--- config.mk ---
export PLATFORM = sky130hd
export DESIGN_NAME = temp_alarm_ctrl
export DESIGN_NICKNAME = d
export VERILOG_FILES = /design/src/rtl/temp_alarm_pkg.sv /design/src/rtl/tac_zone_unit.sv /design/src/rtl/tac_status.sv /design/src/rtl/tac_alert.sv /design/src/rtl/temp_alarm_ctrl.sv
export SDC_FILE = /design/constraint.sdc
export NUM_CORES = 1
export LEC_CHECK = 0
export BUFFER_PORTS_ARGS = -buffer_cell sky130_fd_sc_hd__buf_2
export CAP_MARGIN = 20
export CORE_MARGIN = 5
export CORE_UTILIZATION = 45
export DETAILED_ROUTE_END_ITERATION = 10
export PLACE_DENSITY = 0.77
export SETUP_SLACK_MARGIN = 0.2
export SYNTH_ARGS = -nofsm -noshare
export SYNTH_HDL_FRONTEND = slang
export SYNTH_HIERARCHICAL = 1
export SYNTH_SLANG_ARGS = --single-unit
export TNS_END_PERCENT = 30
--- constraint.sdc ---
create_clock -name clk -period 3.8 [get_ports clk]
set_clock_uncertainty 0.15 [all_clocks]
set_input_delay 0.76 -clock clk [delete_from_list [all_inputs] [get_ports clk]]
set_output_delay 0.76 -clock clk [all_outputs]
set_load 0.03 [all_outputs]
--- src/rtl/temp_alarm_pkg.sv ---
package temp_alarm_pkg;

   localparam int DIODE_BIT = 2;

   // Zone 0 occupies the highest pair of status bits, and later zones go below it.
   function automatic int zone_lo_bit(input int zone, input int num_zones);
      return DIODE_BIT + 1 + 2 * (num_zones - 1 - zone);
   endfunction

   function automatic int zone_hi_bit(input int zone, input int num_zones);
      return zone_lo_bit(zone, num_zones) + 1;
   endfunction

   function automatic int min_status_width(input int num_zones);
      return DIODE_BIT + 1 + 2 * num_zones;
   endfunction

endpackage

--- src/rtl/tac_zone_unit.sv ---
module tac_zone_unit #(
   parameter int TEMP_W = 8
) (
   input  logic                     clk,
   input  logic                     rst_n,
   input  logic                     wr_hi,
   input  logic                     wr_lo,
   input  logic signed [TEMP_W-1:0] wr_data,
   input  logic                     conv_hit,
   input  logic signed [TEMP_W-1:0] conv_temp,
   output logic                     hi_evt,
   output logic                     lo_evt,
   output logic                     hi_cond,
   output logic                     lo_cond
);
   localparam logic signed [TEMP_W-1:0] HI_RST = {1'b0, {(TEMP_W-1){1'b1}}};
   localparam logic signed [TEMP_W-1:0] LO_RST = {1'b1, {(TEMP_W-1){1'b0}}};

   logic signed [TEMP_W-1:0] hi_lim_q, lo_lim_q;
   logic                     above, at_or_below;

   always_ff @(posedge clk or negedge rst_n) begin
      if (!rst_n) begin
         hi_lim_q <= HI_RST;
         lo_lim_q <= LO_RST;
      end else begin
         if (wr_hi) hi_lim_q <= wr_data;
         if (wr_lo) lo_lim_q <= wr_data;
      end
   end

   assign above       = conv_temp >  hi_lim_q;
   assign at_or_below = conv_temp <= lo_lim_q;
   assign hi_evt      = conv_hit & above;
   assign lo_evt      = conv_hit & at_or_below;

   // Condition flags hold the verdict of the latest conversion for this zone.
   always_ff @(posedge clk or negedge rst_n) begin
      if (!rst_n) begin
         hi_cond <= 1'b0;
         lo_cond <= 1'b0;
      end else if (conv_hit) begin
         hi_cond <= above;
         lo_cond <= at_or_below;
      end
   end

   assert_cond_hold_R5: assert property (@(posedge clk) disable iff (!rst_n)
      !conv_hit |=> $stable({hi_cond, lo_cond}));

   assert_limit_hold_R3: assert property (@(posedge clk) disable iff (!rst_n)
      !(wr_hi || wr_lo) |=> $stable({hi_lim_q, lo_lim_q}));

endmodule

--- src/rtl/tac_status.sv ---
module tac_status #(
   parameter int STATUS_W = 8
) (
   input  logic                clk,
   input  logic                rst_n,
   input  logic [STATUS_W-1:0] set_vec,
   input  logic [STATUS_W-1:0] cond_vec,
   input  logic                rd,
   output logic [STATUS_W-1:0] status_q
);
   logic [STATUS_W-1:0] keep_mask;

   assign keep_mask = rd ? cond_vec : {STATUS_W{1'b1}};

   always_ff @(posedge clk or negedge rst_n) begin
      if (!rst_n) status_q <= '0;
      else        status_q <= set_vec | (status_q & keep_mask);
   end

   assert_sticky_no_read_R5: assert property (@(posedge clk) disable iff (!rst_n)
      !rd |=> (($past(status_q) & ~status_q) == '0));

   assert_event_wins_R6: assert property (@(posedge clk) disable iff (!rst_n)
      (|set_vec) |=> ((status_q & $past(set_vec)) == $past(set_vec)));

   assert_read_clears_R5: assert property (@(posedge clk) disable iff (!rst_n)
      rd |=> ((status_q & ~$past(set_vec) & ~$past(cond_vec)) == '0));

endmodule

--- src/rtl/tac_alert.sv ---
module tac_alert (
   input  logic clk,
   input  logic rst_n,
   input  logic any_status,
   input  logic ara_done,
   input  logic mask,
   output logic pull_low
);
   logic pend_q;

   always_ff @(posedge clk or negedge rst_n) begin
      if (!rst_n)          pend_q <= 1'b0;
      else if (any_status) pend_q <= 1'b1;
      else if (ara_done)   pend_q <= 1'b0;
   end

   assign pull_low = pend_q & ~mask;

   assert_alert_follows_R7: assert property (@(posedge clk) disable iff (!rst_n)
      any_status |=> pend_q);

   assert_alert_holds_R7: assert property (@(posedge clk) disable iff (!rst_n)
      (pend_q && !ara_done) |=> pend_q);

   assert_alert_rises_R7: assert property (@(posedge clk) disable iff (!rst_n)
      $rose(pend_q) |-> $past(any_status));

endmodule

--- src/rtl/temp_alarm_ctrl.sv ---
module temp_alarm_ctrl #(
   parameter int NUM_ZONES = 2,
   parameter int TEMP_W    = 8,
   parameter int STATUS_W  = 8,
   parameter int CFG_W     = 8,
   parameter int MASK_BIT  = 7,
   localparam int ZONE_W   = (NUM_ZONES > 1) ? $clog2(NUM_ZONES) : 1
) (
   input  logic                     clk,
   input  logic                     rst_n,
   input  logic                     conv_valid,
   input  logic [ZONE_W-1:0]        conv_zone,
   input  logic signed [TEMP_W-1:0] conv_temp,
   input  logic                     diode_open,
   input  logic                     lim_wr_en,
   input  logic [ZONE_W-1:0]        lim_wr_zone,
   input  logic                     lim_wr_hi,
   input  logic signed [TEMP_W-1:0] lim_wr_data,
   input  logic                     cfg_wr_en,
   input  logic [CFG_W-1:0]         cfg_wr_data,
   input  logic                     status_rd,
   input  logic                     ara_done,
   output logic [STATUS_W-1:0]      status_q,
   output logic                     alert_pull_low
);
   import temp_alarm_pkg::*;

   if (NUM_ZONES < 1) begin : g_bad_zones
      $error("temp_alarm_ctrl: NUM_ZONES must be at least 1");
   end
   if (STATUS_W < min_status_width(NUM_ZONES)) begin : g_bad_status
      $error("temp_alarm_ctrl: STATUS_W too small for NUM_ZONES");
   end
   if (MASK_BIT >= CFG_W) begin : g_bad_mask
      $error("temp_alarm_ctrl: MASK_BIT outside configuration word");
   end
   if (TEMP_W < 2) begin : g_bad_temp
      $error("temp_alarm_ctrl: TEMP_W must be at least 2");
   end

   logic [STATUS_W-1:0] set_vec, cond_vec;
   logic [NUM_ZONES-1:0] hi_evt, lo_evt, hi_cond, lo_cond;
   logic mask_q;
   logic unused_cfg_bits;

   assign unused_cfg_bits = ^cfg_wr_data;

   for (genvar z = 0; z < NUM_ZONES; z++) begin : g_zone
      logic hit, wr_sel;
      assign hit    = conv_valid  && (conv_zone   == ZONE_W'(z));
      assign wr_sel = lim_wr_en   && (lim_wr_zone == ZONE_W'(z));

      tac_zone_unit #(.TEMP_W(TEMP_W)) u_zone (
         .clk       (clk),
         .rst_n     (rst_n),
         .wr_hi     (wr_sel &  lim_wr_hi),
         .wr_lo     (wr_sel & ~lim_wr_hi),
         .wr_data   (lim_wr_data),
         .conv_hit  (hit),
         .conv_temp (conv_temp),
         .hi_evt    (hi_evt[z]),
         .lo_evt    (lo_evt[z]),
         .hi_cond   (hi_cond[z]),
         .lo_cond   (lo_cond[z])
      );
   end

   always_comb begin
      set_vec  = '0;
      cond_vec = '0;
      for (int z = 0; z < NUM_ZONES; z++) begin
         set_vec [zone_hi_bit(z, NUM_ZONES)] = hi_evt[z];
         set_vec [zone_lo_bit(z, NUM_ZONES)] = lo_evt[z];
         cond_vec[zone_hi_bit(z, NUM_ZONES)] = hi_cond[z];
         cond_vec[zone_lo_bit(z, NUM_ZONES)] = lo_cond[z];
      end
      set_vec [DIODE_BIT] = diode_open;
      cond_vec[DIODE_BIT] = diode_open;
   end

   always_ff @(posedge clk or negedge rst_n) begin
      if (!rst_n)         mask_q <= 1'b0;
      else if (cfg_wr_en) mask_q <= cfg_wr_data[MASK_BIT];
   end

   tac_status #(.STATUS_W(STATUS_W)) u_status (
      .clk      (clk),
      .rst_n    (rst_n),
      .set_vec  (set_vec),
      .cond_vec (cond_vec),
      .rd       (status_rd),
      .status_q (status_q)
   );

   tac_alert u_alert (
      .clk        (clk),
      .rst_n      (rst_n),
      .any_status (|status_q),
      .ara_done   (ara_done),
      .mask       (mask_q),
      .pull_low   (alert_pull_low)
   );

   assert_diode_sets_R4: assert property (@(posedge clk) disable iff (!rst_n)
      diode_open |=> status_q[DIODE_BIT]);

   assert_unused_bits_R3: assert property (@(posedge clk) disable iff (!rst_n)
      (status_q & ~(set_vec | cond_vec | {STATUS_W{1'b1}} << DIODE_BIT)) == '0);

   assert_masked_quiet_R8: assert property (@(posedge clk) disable iff (!rst_n)
      (cfg_wr_en && cfg_wr_data[MASK_BIT]) |=> !alert_pull_low);

endmodule

==> results of run 1 <==
## synthesized netlist by cell type (all sizes together) (4+ instances only)
library cell / n / area share (%)
a21o: 15 / 4.4
a21oi: 6 / 1.2
and4: 4 / 1.5
clkbuf: 4 / 0.58
dfrtp: 30 / 29
dfstp: 16 / 16
ha: 32 / 15
inv: 37 / 5.3
mux2: 5 / 2.2
nand2: 38 / 5.5
nand2b: 8 / 1.9
nand4: 4 / 0.96
nor2: 7 / 1.0
nor2b: 8 / 1.9
o21ai: 30 / 6.0
## critical path: stages
cell and delay, ps:
buf_2 140, ha_1 340, and4_4 260, o2111ai_2 140
nand3_2 100, mux2i_1 310, nor2b_1 80, a21o_1 150
## per-stage QoR
| stage | instance area, um2 | total power [uW] | utilization [%] |
|---|---|---|---|
| after floorplan | 2630 | 908 | - |
| after global placement | 2890 | 1010 | 51.8 |
| after detailed placement | 2890 | 1030 | 51.8 |
| after CTS | 2970 | 1320 | 53.2 |
| after global routing | 2990 | 1400 | 53.6 |
| final | 2990 | 1310 | 53.6 |
## sequential cells by signal, indices dropped and copies added, names as in the netlist
name                    count
u_alert/pend_q              1
mask_q                      1
g_zone.u_zone/lo_cond       2
u_status/status_q           8
g_zone.u_zone/hi_cond       2
g_zone.u_zone/lo_lim_q     16
g_zone.u_zone/hi_lim_q     16
## cells by family after synthesis
group / Yosys count
buffers and inverters: 41
flip-flops: 46
adder cells (fa/ha/maj): 32
AND/OR/NAND/NOR: 77
multiplexers: 7
AO/OA/AOI/OAI: 63
other: 1
## per-layer routing
layer	vias to the layer above	routed length [um]	track usage, %
li1	989	-	-
met1	902	2280	18.3
met2	29	2650	25.9
met3	9	175	3.07
met4	0	132	6.91
met5	-	0	0
## layout make-up
type	instances	area, um2	area share, %
timing repair buffer	38	208	6.95
multi-input combinational	185	1300	43.5
inverter	37	139	4.65
sequential	46	1170	39.2
clock buffer	8	80.1	2.68
tap	72	90.1	3.02
## how the worst max path moves through the flow
stage                            start                             end  slack [ps]
final                     conv_temp[7]  u_status/status_q[3]$_DFF_PN0_        1550
after global routing      conv_temp[7]  u_status/status_q[3]$_DFF_PN0_        1480
after global placement    conv_temp[7]  u_status/status_q[3]$_DFF_PN0_        1250
after detailed placement  conv_temp[7]  u_status/status_q[3]$_DFF_PN0_        1210
after floorplan           conv_temp[7]  u_status/status_q[3]$_DFF_PN0_        1620
after CTS                 conv_temp[7]  u_status/status_q[3]$_DFF_PN0_        1530
## power groups by stage
stage	sequential [uW]	clock (uW)	combinational, uW
detailed placement	645	0	389
floorplan	671	0	238
global placement	640	0	371
finish	635	284	390
CTS	636	296	392
global route	646	310	443
==> impl_metrics.toml, run 1 <==
[place]
gp_congestion = 0.805
dp.final_hpwl_mm = 4.16
portBuffers = 36
place_ws_ps = 1210
dp.cells = 377

[synthesis]
ys.warnings.count = 6
synth-simple-area-share_pct = 15.2
synthDistinctLibCells = 32
async_flop_share_pct = 100
synth.area.mux_share_pct = 2.93
ys_seq_area_share_pct = 44.9
synth_edf_count = 0
synthFlopType = "dfrtp_1"
synthCells = 267
synth_area_mm2 = 0.00261
yosys_register_bits = 46
synth-xor-area-share_pct = 0
synth_top_family_by_area = "compound AO/OA/AOI/OAI gates"
synth_fa_ha_area_share_pct = 15.4
syn_avg_cell_area_um2 = 9.76
synth_compound_area_share_pct = 15.6

[floorplanning]
rows = 27
core_area_mm2 = 0.00557
start_util_pct = 46.8
die_w_um = 86.1
die_h_um = 86.1
dieArea_mm2 = 0.00741
ios = 44

[global_route]
grt_pass1_vias = 1953
grt_max_degree = 47
grt_pass1_wl_mm = 8.79
grt_usage_pct = 15.1
grt_remaining_overflow = 0
antenna_found_initial = 0

[finish]
area_growth_pct = 14.6
nNetsFinal = 380
final_common_cell = "nand2_1"
fin_cells = 386
layout.cells.most_common_list = "nand2_1, inv_1, buf_2"
drive_gt1_share_pct = 23.6
final.fill_count = 525
num_antenna_cells = 0

[clock_network]
post-cts-setup-buffer-count = 0
path_clk_slew_ps = 80
insertion_delay_ps = 300
post_cts_resized = 0
cts_tree = "built"
cts_hold_repair.buffers = 0
cts_buffers = 5
cts.path.max_buffers = 2
cts.htree.levels = 2
cts.sinks = 46
cts_root_buf = "clkbuf_8"

[sta]
rsz0062_at_grt = "no"
setup-violations-final = 0
fmax_ghz = 0.444
fin_ws_ps = 1550
worstMarginPinSlew_ps = 836
fin_crit_sh_pct = 59.2
final.setup.tns_ps = 0
max_slew_margin_pct = 44.1
slew_violations = 0
worst_hold_slack_ps = 143
hold_viol_final = 0
fin_crit_ps = 2250

[power_and_ir_drop]
p_sw_uw = 420
vdd_drop_max_v = 0.000237
seqPwrFrac_pct = 48.5
swShare_pct = 32.1
power.density_mw_per_mm2 = 438
combPwrFrac_pct = 29.8
p_leak_uw = 0.00146
p_int_uw = 889
power_frac_clock_pct = 21.7

[worst_setup_path]
end_kind = "flip-flop"
critPathLaunchType = "input port"
ff2ff_path_depth = 8
critPathMaxFanout = 4
reg2reg_from = "g_zone[1].u_zone/lo_lim_q[7]$_DFFE_PN1P_"
setup.worst_path.class = "in -> reg"
crit_arrival_ps = 2290
r2r_end = "u_status/status_q[3]$_DFF_PN0_"
worstPathRequired_ps = 3840
r2r_setup_slack_ps = 1600

[drt]
first_iter_violations = 60
wire_per_inst_um = 13.6
first_pass_iters = 5
routed_wl_mm = 5.24
vias_per_cell = 5.00
drc = 0
vias = 1929
ant_nets = 0

[status]
status = "finished, final reports clean"

[worst_hold_path]
hold_path_class = "in -> async"

[job]
drv_cap = 0
Note: power is estimated with default switching activity, not from simulation.
==> run 2: changes to the inputs <==
- ABC_AREA: unset -> 1
- PLACE_DENSITY: 0.77 -> 0.79
- clock period: 3.8 -> 2 ns (I/O delays scaled with it)
==> impl_metrics.toml, run 2 <==
[synthesis]
synthDistinctLibCells = 20
synth_compound_area_share_pct = 7.50
synth_area_mm2 = 0.00280
synth.area.mux_share_pct = 1.61
yosys_register_bits = 46
synth-xor-area-share_pct = 0
synth_top_area_share_pct = 26.8
synthTopCellsByCount = "nand2_1, inv_1, ha_1"
ys.warnings.count = 6
synth-simple-area-share_pct = 21.5
synthFlopType = "dfrtp_1"
synth_top_family_by_area = "simple AND/OR/NAND/NOR gates"
synthTopCellsByArea = "dfrtp_1, nand2_1, dfstp_2, ha_1, inv_1"
async_flop_share_pct = 100
post-synth-top-count-cell = "nand2_1"
synth_fa_ha_area_share_pct = 14.3
ys_seq_area_share_pct = 41.8
syn_avg_cell_area_um2 = 7.52
synth_edf_count = 0
synth_top_area_cell = "dfrtp_1"
synthCells = 373

[drt]
routed_wl_mm = 6.38
route.met3.wl_um = 328
met2_length_mm = 3.30
wire_per_inst_um = 12.7
first_pass_iters = 4
top_layer = "met4"
drc = 0
vias = 2374
first_iter_violations = 116
vias_per_cell = 4.72
wl_met1_mm = 2.67
ant_nets = 0

[worst_setup_path]
worstPathRequired_ps = 2080
critPathMaxFanout = 3
crit_arrival_ps = 1860
setup.worst_path.class = "reg -> reg"
end_kind = "flip-flop"
r2r_setup_slack_ps = 220
critPathLaunchType = "flip-flop"

[power_and_ir_drop]
p_leak_uw = 0.00186
vdd_drop_max_v = 0.000396
power.density_mw_per_mm2 = 783

[floorplanning]
dieArea_mm2 = 0.00791
die_w_um = 88.9
start_util_pct = 46.8
rows = 28
ios = 44
core_area_mm2 = 0.00599
die_h_um = 88.9

[finish]
reg_top3 = "g_zone.u_zone/hi_lim_q: 16 flops, g_zone.u_zone/lo_lim_q: 16 flops, u_status/status_q: 8 flops"
layout.cells.most_common_list = "nand2_1, inv_1, buf_2"
area.sequential_mm2 = 0.00117
final_common_cell = "nand2_1"
num_antenna_cells = 0
area_growth_pct = 22.6
nNetsFinal = 494
drive_gt1_share_pct = 27.1
design_area_mm2 = 0.00344
final.fill_count = 524
multi_input_area_mm2 = 0.00146

[sta]
worstMarginPinSlew_ps = 505
fmax_ghz = 0.563
setup-violations-final = 0
fin_crit_ps = 1780
hold_viol_final = 0
fin_crit_sh_pct = 88.9
max_slew_margin_pct = 66.3
final.setup.tns_ps = 0
rsz0062_at_grt = "yes"
slew_violations = 0

[status]
status = "finished, final reports clean"

[global_route]
grt_max_degree = 27
antenna_found_initial = 0
grt_pass1_wl_mm = 10.1
grt_pass1_vias = 2341
grt_remaining_overflow = 0
grt_usage_pct = 16.6

[place]
placed_cell_area_mm2 = 0.00313
dp.final_hpwl_mm = 4.60
gp_congestion = 0.869
portBuffers = 36

[clock_network]
insertion_delay_ps = 300
cts.path.max_buffers = 2
cts_buffers = 5
cts_tree = "built"
path_clk_slew_ps = 90
cts_root_buf = "clkbuf_8"
cts.htree.levels = 2
cts.sinks = 46

[job]
drv_cap = 0

[worst_hold_path]
hold_path_class = "in -> reg"
run 2: per-layer routing:
metal | GRT usage (%) | up-vias
li1 | - | 1218
met1 | 20.9 | 1091
met2 | 29.2 | 57
met3 | 3.13 | 8
met4 | 4.87 | 0
met5 | 0 | -
run 2: final cells by class:
cell class,instances,area share [%]
multi-input cells,234,42.6
inverters,93,10.2
flip-flops and latches,46,34.1
clock inverters,2,0.291
well taps,75,2.73
clock buffers,6,2.11
repair buffers,47,8.08
run 2: what timing repair did:
item,4_1_cts,5_1_grt
endpoints found under the hold margin,11,0
resized for setup,4,36
hold buffers,1,0
setup endpoints to repair,3,8
pin swaps,2,25
buffers inserted,1,3
run 2: worst max-delay path, cell delays in order (launching register included):
cell and delay, ps:
dfstp_2 530, inv_2 40, ha_4 290, inv_2 40
or2_0 220, nor2_1 100, a21oi_1 70, nand2_1 90
nand2_2 70, inv_2 60, inv_2 20, nand2_1 40
run 2: stage by stage:
| stage | power (uW) | hold WS [ps] | setup WS, ps | util (%) | instances |
|---|---|---|---|---|---|
| after floorplan | 1750 | -45.6 | 284 | - | 378 |
| after global placement | 1960 | 237 | 153 | 52.3 | 490 |
| after detailed placement | 2000 | 249 | 95.0 | 52.3 | 490 |
| after CTS | 2570 | 141 | 193 | 54.4 | 500 |
| after global routing | 2900 | 150 | 116 | 57.4 | 503 |
| final | 2690 | 146 | 222 | 57.4 | 503 |
run 2: power breakdown:
group          total, uW  internal, uW  switching (uW)
Sequential          1210          1130            74.4
Combinational        941           375             566
Clock                545           242             303
run 2: worst paths after layout:
check                                                              start                                        to  cells after the start
worst max register to register  g_zone[0].u_zone/lo_lim_q[7]$_DFFE_PN1P_            u_status/status_q[5]$_DFF_PN0_                     11
worst min register to register                u_alert/pend_q$_DFFE_PN0P_                u_alert/pend_q$_DFFE_PN0P_                      2
worst max-delay path            g_zone[0].u_zone/lo_lim_q[7]$_DFFE_PN1P_            u_status/status_q[5]$_DFF_PN0_                     11
worst min-delay path                                          diode_open            u_status/status_q[2]$_DFF_PN0_                      3
max in group asynchronous                                          rst_n  g_zone[0].u_zone/lo_lim_q[7]$_DFFE_PN1P_                      3
min in group asynchronous                                          rst_n  g_zone[0].u_zone/lo_lim_q[2]$_DFFE_PN0P_                      2
run 2: cells by family (layout without fill, tap and decap cells):
family,Yosys count,count (layout)
DFF,46,46
muxes,4,4
other,1,6
and+or+nand+nor,151,151
AOI/OAI and AO/OA,41,41
buffers and inverters,98,148
adders and majority gates,32,32
